$ cat src/rtl/sar_seq_pkg.sv
package sar_seq_pkg;
  // sequencer phases
  typedef enum logic [1:0] {
    ST_IDLE = 2'd0,  // no conversion running
    ST_WAIT = 2'd1,  // next request pending, waiting out any pause window
    ST_REQ  = 2'd2   // comparison requested, waiting for valid
  } seq_st_e;
endpackage

$ cat src/rtl/sar_pause_timer.sv
module sar_pause_timer #(
  parameter int LEN_W = 2
) (
  input  logic             clk,
  input  logic             rst_n,
  input  logic             pause_i,
  input  logic [LEN_W-1:0] len_i,
  output logic             hold_o
);
  logic             pause_q;
  logic [LEN_W-1:0] cnt_q;
  logic             trig;

  assign trig   = pause_i & ~pause_q;
  // the trigger edge itself plus len_i more edges are blocked
  assign hold_o = trig | (cnt_q != '0);

  always_ff @(posedge clk or negedge rst_n) begin
    if (!rst_n) begin
      pause_q <= 1'b0;
      cnt_q   <= '0;
    end else begin
      pause_q <= pause_i;
      if (trig)
        cnt_q <= len_i;
      else if (cnt_q != '0)
        cnt_q <= cnt_q - 1'b1;
    end
  end


  window_len_chk: assert property (@(posedge clk) disable iff (!rst_n)
    trig |=> (cnt_q == $past(len_i)));
endmodule

$ cat src/rtl/sar_trial_reg.sv
module sar_trial_reg #(
  parameter int NBITS = 7
) (
  input  logic             clk,
  input  logic             rst_n,
  input  logic             load_i,
  input  logic             cap_i,
  input  logic             dec_i,
  output logic [NBITS-2:0] dac_o,
  output logic [NBITS-1:0] nxt_o,
  output logic             last_o
);
  localparam logic [NBITS-1:0] TOP = {1'b1, {(NBITS-1){1'b0}}};

  logic [NBITS-1:0] trial_q;
  logic [NBITS-1:0] ptr_q;
  logic [NBITS-1:0] nxt;

  for (genvar i = 0; i < NBITS; i++) begin : g_bit
    if (i == NBITS-1) begin : g_top
      assign nxt[i] = ptr_q[i] ? dec_i : trial_q[i];
    end else begin : g_low
      assign nxt[i] = ptr_q[i] ? dec_i : (ptr_q[i+1] ? 1'b1 : trial_q[i]);
    end
  end

  always_ff @(posedge clk or negedge rst_n) begin
    if (!rst_n) begin
      trial_q <= '0;
      ptr_q   <= '0;
    end else if (load_i) begin
      trial_q <= TOP;
      ptr_q   <= TOP;
    end else if (cap_i) begin
      trial_q <= nxt;
      ptr_q   <= ptr_q >> 1;
    end
  end

  assign dac_o  = trial_q[NBITS-1:1];
  assign nxt_o  = nxt;
  assign last_o = ptr_q[0];


  ptr_onehot_chk: assert property (@(posedge clk) disable iff (!rst_n)
    $onehot0(ptr_q));

  walk_down_chk: assert property (@(posedge clk) disable iff (!rst_n)
    (cap_i && !load_i && !ptr_q[0]) |=> $countones(ptr_q) == 1);
endmodule

$ cat src/rtl/sar_seq_fsm.sv
module sar_seq_fsm
  import sar_seq_pkg::*;
(
  input  logic clk,
  input  logic rst_n,
  input  logic sample_i,
  input  logic valid_i,
  input  logic hold_i,
  input  logic last_i,
  output logic load_o,
  output logic cap_o,
  output logic clr_o,
  output logic fin_o,
  output logic req_o,
  output logic done_o
);
  seq_st_e st_q, st_d;
  logic    sample_q;
  logic    fall, rise;
  logic    done_q;

  assign fall = sample_q & ~sample_i;
  assign rise = sample_i & ~sample_q;

  always_comb begin
    st_d   = st_q;
    load_o = 1'b0;
    cap_o  = 1'b0;
    unique case (st_q)
      ST_IDLE: if (fall) begin
        load_o = 1'b1;
        st_d   = ST_WAIT;
      end
      ST_WAIT: if (!hold_i) st_d = ST_REQ;
      ST_REQ:  if (valid_i) begin
        cap_o = 1'b1;
        st_d  = last_i ? ST_IDLE : ST_WAIT;
      end
      default: st_d = ST_IDLE;
    endcase
    if (rise) begin
      st_d   = ST_IDLE;
      load_o = 1'b0;
      cap_o  = 1'b0;
    end
  end

  always_ff @(posedge clk or negedge rst_n) begin
    if (!rst_n) begin
      st_q     <= ST_IDLE;
      sample_q <= 1'b0;
      done_q   <= 1'b0;
    end else begin
      st_q     <= st_d;
      sample_q <= sample_i;
      done_q   <= cap_o & last_i;
    end
  end

  assign clr_o  = rise;
  assign fin_o  = cap_o & last_i;
  assign req_o  = (st_q == ST_REQ);
  assign done_o = done_q;


  req_hold_chk: assert property (@(posedge clk) disable iff (!rst_n)
    (req_o && !valid_i && !sample_i) |=> req_o);

  done_pulse_chk: assert property (@(posedge clk) disable iff (!rst_n)
    done_o |=> !done_o);

  done_excl_chk: assert property (@(posedge clk) disable iff (!rst_n)
    done_o |-> !req_o);
endmodule

$ cat src/rtl/sar_async_seq.sv
module sar_async_seq #(
  parameter int NBITS = 7,
  parameter int LEN_W = 2
) (
  input  logic             clk,
  input  logic             rst_n,
  input  logic             sample_i,
  input  logic             cmp_valid_i,
  input  logic             cmp_decision_i,
  input  logic             pause_i,
  input  logic [LEN_W-1:0] pause_len_i,
  output logic             cmp_req_o,
  output logic [NBITS-2:0] dac_code_o,
  output logic [NBITS-1:0] result_o,
  output logic             done_o
);
  logic             hold, last, load, cap, clr, fin;
  logic [NBITS-1:0] nxt;
  logic [NBITS-1:0] result_q;

  sar_pause_timer #(.LEN_W(LEN_W)) u_timer (
    .clk    (clk),
    .rst_n  (rst_n),
    .pause_i(pause_i),
    .len_i  (pause_len_i),
    .hold_o (hold)
  );

  sar_trial_reg #(.NBITS(NBITS)) u_trial (
    .clk   (clk),
    .rst_n (rst_n),
    .load_i(load),
    .cap_i (cap),
    .dec_i (cmp_decision_i),
    .dac_o (dac_code_o),
    .nxt_o (nxt),
    .last_o(last)
  );

  sar_seq_fsm u_fsm (
    .clk     (clk),
    .rst_n   (rst_n),
    .sample_i(sample_i),
    .valid_i (cmp_valid_i),
    .hold_i  (hold),
    .last_i  (last),
    .load_o  (load),
    .cap_o   (cap),
    .clr_o   (clr),
    .fin_o   (fin),
    .req_o   (cmp_req_o),
    .done_o  (done_o)
  );

  always_ff @(posedge clk or negedge rst_n) begin
    if (!rst_n)   result_q <= '0;
    else if (clr) result_q <= '0;
    else if (fin) result_q <= nxt;
  end
  assign result_o = result_q;


  pause_block_chk: assert property (@(posedge clk) disable iff (!rst_n)
    (hold && !cmp_req_o) |=> !cmp_req_o);

  abort_chk: assert property (@(posedge clk) disable iff (!rst_n)
    (sample_i && !$past(sample_i)) |=> (!cmp_req_o && !done_o));

  result_keep_chk: assert property (@(posedge clk) disable iff (!rst_n)
    (!sample_i && !done_o && !$past(done_o)) |=> $stable(result_o) || done_o);
endmodule

$ cat config.mk
export PLATFORM = sky130hd
export DESIGN_NAME = sar_async_seq
export DESIGN_NICKNAME = d
export VERILOG_FILES = /design/src/rtl/sar_seq_pkg.sv /design/src/rtl/sar_pause_timer.sv /design/src/rtl/sar_trial_reg.sv /design/src/rtl/sar_seq_fsm.sv /design/src/rtl/sar_async_seq.sv
export SDC_FILE = /design/constraint.sdc
export NUM_CORES = 1
export LEC_CHECK = 0
export BUFFER_PORTS_ARGS = -buffer_cell sky130_fd_sc_hd__buf_4
export CAP_MARGIN = 5
export CORE_MARGIN = 4
export CORE_UTILIZATION = 35
export DETAILED_ROUTE_END_ITERATION = 6
export PLACE_DENSITY = 0.5
export SLEW_MARGIN = 20
export SYNTH_ARGS = -nofsm -noshare
export SYNTH_HDL_FRONTEND = slang
export SYNTH_HIERARCHICAL = 1
export SYNTH_SLANG_ARGS = --single-unit
$ cat constraint.sdc
create_clock -name clk -period 3 [get_ports clk]
set_input_delay 0.45 -clock clk [delete_from_list [all_inputs] [get_ports clk]]
set_output_delay 0.45 -clock clk [all_outputs]
set_load 0.01 [all_outputs]
==> run_results.csv, run 1 <==
group,metric,value,unit
min_path,hold_path_class,"input pin to asynchronous set/reset pin",
synth,synthTopCellsByCount,"dfrtp_1 (28), nor2_1 (15), inv_1 (12), mux2i_1 (12), a21oi_1 (8)",
detailed_routing,routed_wl,2692,um
synth,synth_xor_area_share,0.6178,%
sta,fmax,0.5163,GHz
global_route,grt_pass1_wl,4712,um
sta,rsz0062_at_grt,"no",
detailed_routing,detail_route.vias_per_cell,5.041,
sta,finalSetupTns,0,ps
detailed_routing,final_antenna_net_count,0,
clock_network,cts_setup_buffers,0,
sta,final.setup.worst_slack,1063,ps
critical_path,crit_required,3150,ps
place,routabilityCongestion,0.7281,
floorplan,die_w,71.64,um
synth,synth_area_leaders,"dfrtp_1 (49%), mux2i_1 (8.5%), a221oi_2 (4.2%)",
sta,hold_viol_final,0,
cells_and_area,design_area,0.001638,mm^2
place,pre_cts_ws,864.5,ps
synth,synth_top_family_by_area,"compound AO/OA/AOI/OAI gates",
synth,synth-edff-count,0,
sta,slew_headroom,72.08,%
power_and_ir_drop,p_leak,0.0007472,uW
sta,finalCritPeriodShare,64.56,%
synth,synth_fp_nets,142,
synth,synth_mux_area_share,10.33,%
cells_and_area,fin_cells,196,
critical_path,cpPeakStageDelay,420,ps
place,portBuffers,22,
clock_network,cts_sinks,28,
cells_and_area,antenna_cells,0,
critical_path,critPathSlowestCell,"and2_1",
power_and_ir_drop,peakVddDrop,0.2773,mV
clock_network,cts-resized-gates,0,
synth,ys.flop_type,"dfrtp_1",
power_and_ir_drop,p_per_area,570.9,mW/mm^2
critical_path,critPathMaxFanout,17,
synth,post-synth-top-count-cell,"dfrtp_1",
floorplan,row_count,22,
sta,slew_viol_final,0,
global_route,grtUsageTotal,11.62,%
critical_path,critPathLaunchType,"register",
critical_path,critPathTopFamily,"simple AND/OR/NAND/NOR gates",
sta,finClkSkew,4.634,ps
synth,syn_inst,130,
synth,yosys.area.top_type,"dfrtp_1",
detailed_routing,first_pass_iters,4,
critical_path,path_cells,"inv_1 > ha_1 > nor3_2 > buf_4 > and2_1 > mux2i_1 > nor2_1",
clock_network,cts-root-buf,"clkbuf_8",
detailed_routing,remaining_drc_errors,0,
synth,syn-mean-instance-area,10.90,um^2
synth,synthAdderAreaFrac,3.530,%
sta,setup_violations,0,
floorplan,die_area,0.005132,mm^2
critical_path,endpoint_kind,"register",
floorplan,die_height,71.64,um
cells_and_area,area_growth_syn_to_layout,15.53,%
synth,synth_cell_types,32,
cells_and_area,nets,162,
sta,tightest_slew,418.8,ps
synth,yosysTopAreaCellShare,49.43,%
clock_network,htreeDepth,1,
run_status,status,"completed",
clock_network,clkTransAtPathRegs,90,ps
floorplan,io_pins,23,
detailed_routing,vias,988,
clock_network,cts_buffers,3,
cells_and_area,drive_gt1_share,27.70,%
place,post_dp_cell_area,0.001597,mm^2
floorplan,initial_utilization,37.32,%
synth,synth_simple_gate_area_share,13.42,%
place,dp_hpwl,1916,um
synth,yosys_warnings,6,
sta,min_period,1937,ps
synth,ys_ff_latch,28,
global_route,grt.overflow.total,0,
place,dp.cells,193,
global_route,grt_max_degree,29,
detailed_routing,drt_iter0_markers,87,
critical_path,worstPathArrival,2090,ps
detailed_routing,wl_per_cell,13.73,um
critical_path,criticalPathCategory,"register to register",
synth,syn-cell-area,0.001418,mm^2
synth,ys_seq_area_share,49.43,%
flow_run,maxCapViolCount,0,
global_route,antenna_found_initial,0,
clock_network,clk_path_buf_depth,2,
clock_network,clock_latency,270,ps
clock_network,postCtsHoldBufs,0,
clock_network,cts_tree,"yes",
global_route,grt_pass1_vias,953,
synth,synth_compound_area_share,14.39,%
synth,synthArstFlopShare,100.0,%
critical_path,path_buf_inv,2,
floorplan,core_area,0.003799,mm^2
[worst reg2reg max path: stages, from the launching register on]
cell,delay (ps)
dfrtp_1,360
inv_1,60
ha_1,250
nor3_2,170
buf_4,260
and2_1,430
mux2i_1,250
nor2_1,60
[through the flow]
step	hold slack [ps]	utilization [%]	power, uW
after global routing	100.7	43.12	1003
after floorplan	154.4	-	675.1
after global placement	393.5	42.03	742.8
after CTS	91.13	43.12	952.4
final	84.24	43.12	935.0
after detailed placement	395.1	42.03	746.3
[kinds of logic after synthesis]
group	count (synthesis)
adders and majority gates	4
xor gates and xnor gates	1
and+or+nand+nor	37
muxes	14
AOI/OAI and AO/OA	25
buffers and inverters	21
DFF	28
[report_power, final]
part | switching, uW | internal [uW] | leakage, uW
combinational | 118 | 133 | 0.000355
sequential | 60.4 | 427 | 0.000370
clock | 107 | 90.0 | 0.0000216
[layout make-up]
type / instances / area (um^2)
Timing Repair Buffer: 24 / 180.2
Fill cell: 370 / 2161
Tap cell: 48 / 60.06
Sequential cell: 28 / 700.7
Multi-Input combinational cell: 81 / 610.6
Clock buffer: 3 / 41.29
Inverter: 12 / 45.04
[worst paths after layout]
kind	slack (ps)	depth (start not counted)	endpoint	from
worst max-delay path	1060	7	result_o[5]	u_fsm/sample_q
max in group asynchronous	2650	1	result_o[0]	rst_n
worst min register to register	530	2	result_o[0]	result_o[0]
min in group clk	300	1	u_timer/pause_q	pause_i
worst min-delay path	80	1	u_trial/trial_q[3]	rst_n
worst max register to register	1060	7	result_o[5]	u_fsm/sample_q
[state kept, by name, indices dropped and copies added (netlist names)]
register         flops
u_fsm/sample_q       1
u_trial/ptr_q        7
u_fsm/st_q           2
u_fsm/done_o         1
u_trial/trial_q      7
result_o             7
u_timer/pause_q      1
u_timer/cnt_q        2
[placed cells by master, fill, tap and decap left out]
master,n
o21ai_0,1
buf_4,24
o21ai_1,1
a21o_1,1
o21ai_2,4
o2bb2ai_1,1
mux2_4,1
nand2b_1,4
a221oi_2,4
and2b_2,1
nor3_1,6
dfrtp_1,28
o31ai_1,1
mux2_2,1
and3_1,1
or4b_1,1
a31o_1,1
a211o_1,1
and3b_1,1
nor3_2,1
ha_1,4
mux2i_1,12
a221oi_1,2
and2b_4,1
inv_1,12
nor4b_2,1
clkbuf_8,3
nor2_1,15
and2_1,1
xnor2_1,1
a21oi_1,8
nand2_1,4
[routing by layer]
metal	global-route usage, %	vias to the layer above	routed length (um)
met4	3.758	0	42
met5	0	-	0
met1	15.44	473	1236
li1	-	484	-
met2	17.96	27	1279
met3	3.647	4	133
Power figures use the tool's default switching activity.
==> run 2: changes to the inputs <==
==> constraint.sdc (replaced) <==
create_clock -name clk -period 1.9 [get_ports clk]
set_input_delay 0.285 -clock clk [delete_from_list [all_inputs] [get_ports clk]]
set_output_delay 0.285 -clock clk [all_outputs]
set_load 0.01 [all_outputs]
==> run 2 against run 1 <==
Against the previous run: critical path depth decreased by 1; first-iteration DRC count decreased by 54%; die area unchanged; sequential power increased by 58%; cell area increased by 2.4%; setup slack got worse by 810 ps; combinational power increased by 59%; sequential cell count unchanged; hold slack improved by 50 ps; clock skew increased by 0.99 ps; fmax increased by 17%; critical path type unchanged.
==> run_results.csv, run 2 (synthesized netlist as in run 1, its figures left out) <==
group,metric,value,unit
critical_path,critPathMaxFanout,16,
sta,holdWs,134.0,ps
floorplan,die_w,71.64,um
detailed_routing,detail_route.vias_per_cell,4.915,
floorplan,die_height,71.64,um
detailed_routing,wl_per_cell,13.61,um
floorplan,row_count,22,
critical_path,crit_required,2060,ps
clock_network,cts_tree,"yes",
global_route,antenna_found_initial,0,
clock_network,clock_latency,270,ps
cells_and_area,area_growth_syn_to_layout,18.27,%
clock_network,clkTransAtPathRegs,90,ps
place,pre_cts_ws,210.4,ps
sta,fmax,0.6062,GHz
floorplan,core_area,0.003799,mm^2
run_status,status,"completed",
cells_and_area,mostFrequentLayoutCells,"dfrtp_1 (28), buf_4 (26), nor2_1 (15), mux2i_1 (12), inv_1 (12)",
critical_path,reg2reg_slack,250,ps
sta,finalSetupTns,0,ps
power_and_ir_drop,peakVddDrop,0.5068,mV
cells_and_area,drive_gt1_share,28.95,%
floorplan,io_pins,23,
global_route,grtUsageTotal,11.13,%
critical_path,worstPathArrival,1810,ps
sta,min_period,1650,ps
global_route,grt_pass1_wl,4485,um
sta,slew_headroom,76.28,%
clock_network,cts-root-buf,"clkbuf_8",
detailed_routing,vias,983,
critical_path,critPathLaunchType,"register",
place,portBuffers,22,
sta,hold_viol_final,0,
clock_network,htreeDepth,1,
cells_and_area,nets,165,
critical_path,endpoint_kind,"register",
sta,rsz0062_at_grt,"no",
sta,finalCritPeriodShare,86.83,%
cells_and_area,design_area,0.001677,mm^2
power_and_ir_drop,p_leak,0.0007691,uW
floorplan,die_area,0.005132,mm^2
clock_network,cts_setup_buffers,0,
clock_network,cts_sinks,28,
global_route,grt_max_degree,29,
detailed_routing,drt_iter0_markers,40,
place,post_dp_cell_area,0.001612,mm^2
sta,slew_viol_final,0,
global_route,grt.overflow.total,0,
place,routabilityCongestion,0.7520,
clock_network,cts_buffers,3,
sta,setup_violations,0,
detailed_routing,first_pass_iters,4,
place,dp_hpwl,1977,um
power_and_ir_drop,p_per_area,911.3,mW/mm^2
flow_run,maxCapViolCount,0,
global_route,grt_pass1_vias,997,
min_path,hold_path_class,"input pin to register",
sta,tightest_slew,355.7,ps
floorplan,initial_utilization,37.32,%
cells_and_area,antenna_cells,0,
sta,finClkSkew,5.629,ps
critical_path,criticalPathCategory,"register to register",
detailed_routing,final_antenna_net_count,0,
cells_and_area,mostFrequentLayoutCell,"dfrtp_1",
sta,final.setup.worst_slack,250.3,ps
detailed_routing,routed_wl,2721,um
clock_network,clk_path_buf_depth,2,
detailed_routing,remaining_drc_errors,0,
[run 2: cell count changes in the layout (fill, tap and decap cells not counted), sizes merged]
cell,change
dlygate4sd3,+1
buf,+2
clkbuf,+1
[run 2: repair_timing]
item / 4_1_cts / 5_1_grt
hold endpoints to repair: 28 / 0
hold buffers: 1 / 0
gates resized for setup: 0 / 0
setup endpoints to repair: 0 / 0
[run 2: through the flow]
step,power [uW],instances,utilization (%)
after detailed placement,1184,195,42.42
after global routing,1631,200,44.14
final,1528,200,44.14
after CTS,1560,200,44.14
after floorplan,1066,130,-
after global placement,1174,195,42.42
[run 2: worst max-delay path: stages (launching register included)]
cell and delay (ps):
dfrtp_1 360, inv_1 60, ha_1 250, nor3_2 190, buf_4 260, o21ai_1 100
a221oi_1 320
[run 2: path summary, 6_finish.rpt]
| kind | startpoint | endpoint | depth (start not counted) |
|---|---|---|---|
| worst max-delay path | u_fsm/sample_q | u_trial/trial_q[1] | 6 |
| worst min-delay path | pause_i | u_timer/pause_q | 1 |
| worst max register to register | u_fsm/sample_q | u_trial/trial_q[1] | 6 |
| worst min register to register | u_trial/trial_q[6] | u_trial/trial_q[6] | 1 |
| max in group asynchronous | rst_n | u_trial/ptr_q[0] | 2 |
| min in group asynchronous | rst_n | u_trial/ptr_q[3] | 2 |
[run 2: layout make-up]
type	count	area (um^2)
Multi-Input combinational cell	81	610.6
Timing Repair Buffer	27	205.2
Fill cell	366	2122
Inverter	12	45.04
Sequential cell	28	700.7
Tap cell	48	60.06
Clock buffer	4	55.05
[run 2: layer usage]
layer | up-vias | share of wire (%) | global-route usage, % | routed length, um
met5 | - | 0 | 0 | 0
met4 | 0 | 0.88 | 3.132 | 24
met3 | 2 | 3.8 | 3.366 | 103
met2 | 16 | 51 | 19.90 | 1379
met1 | 472 | 45 | 12.76 | 1214
li1 | 493 | - | - | -
[run 2: power by group]
group / total [uW] / internal, uW / switching [uW]
clock network: 361 / 185 / 176
logic: 397 / 212 / 185
registers: 769 / 674 / 95.3
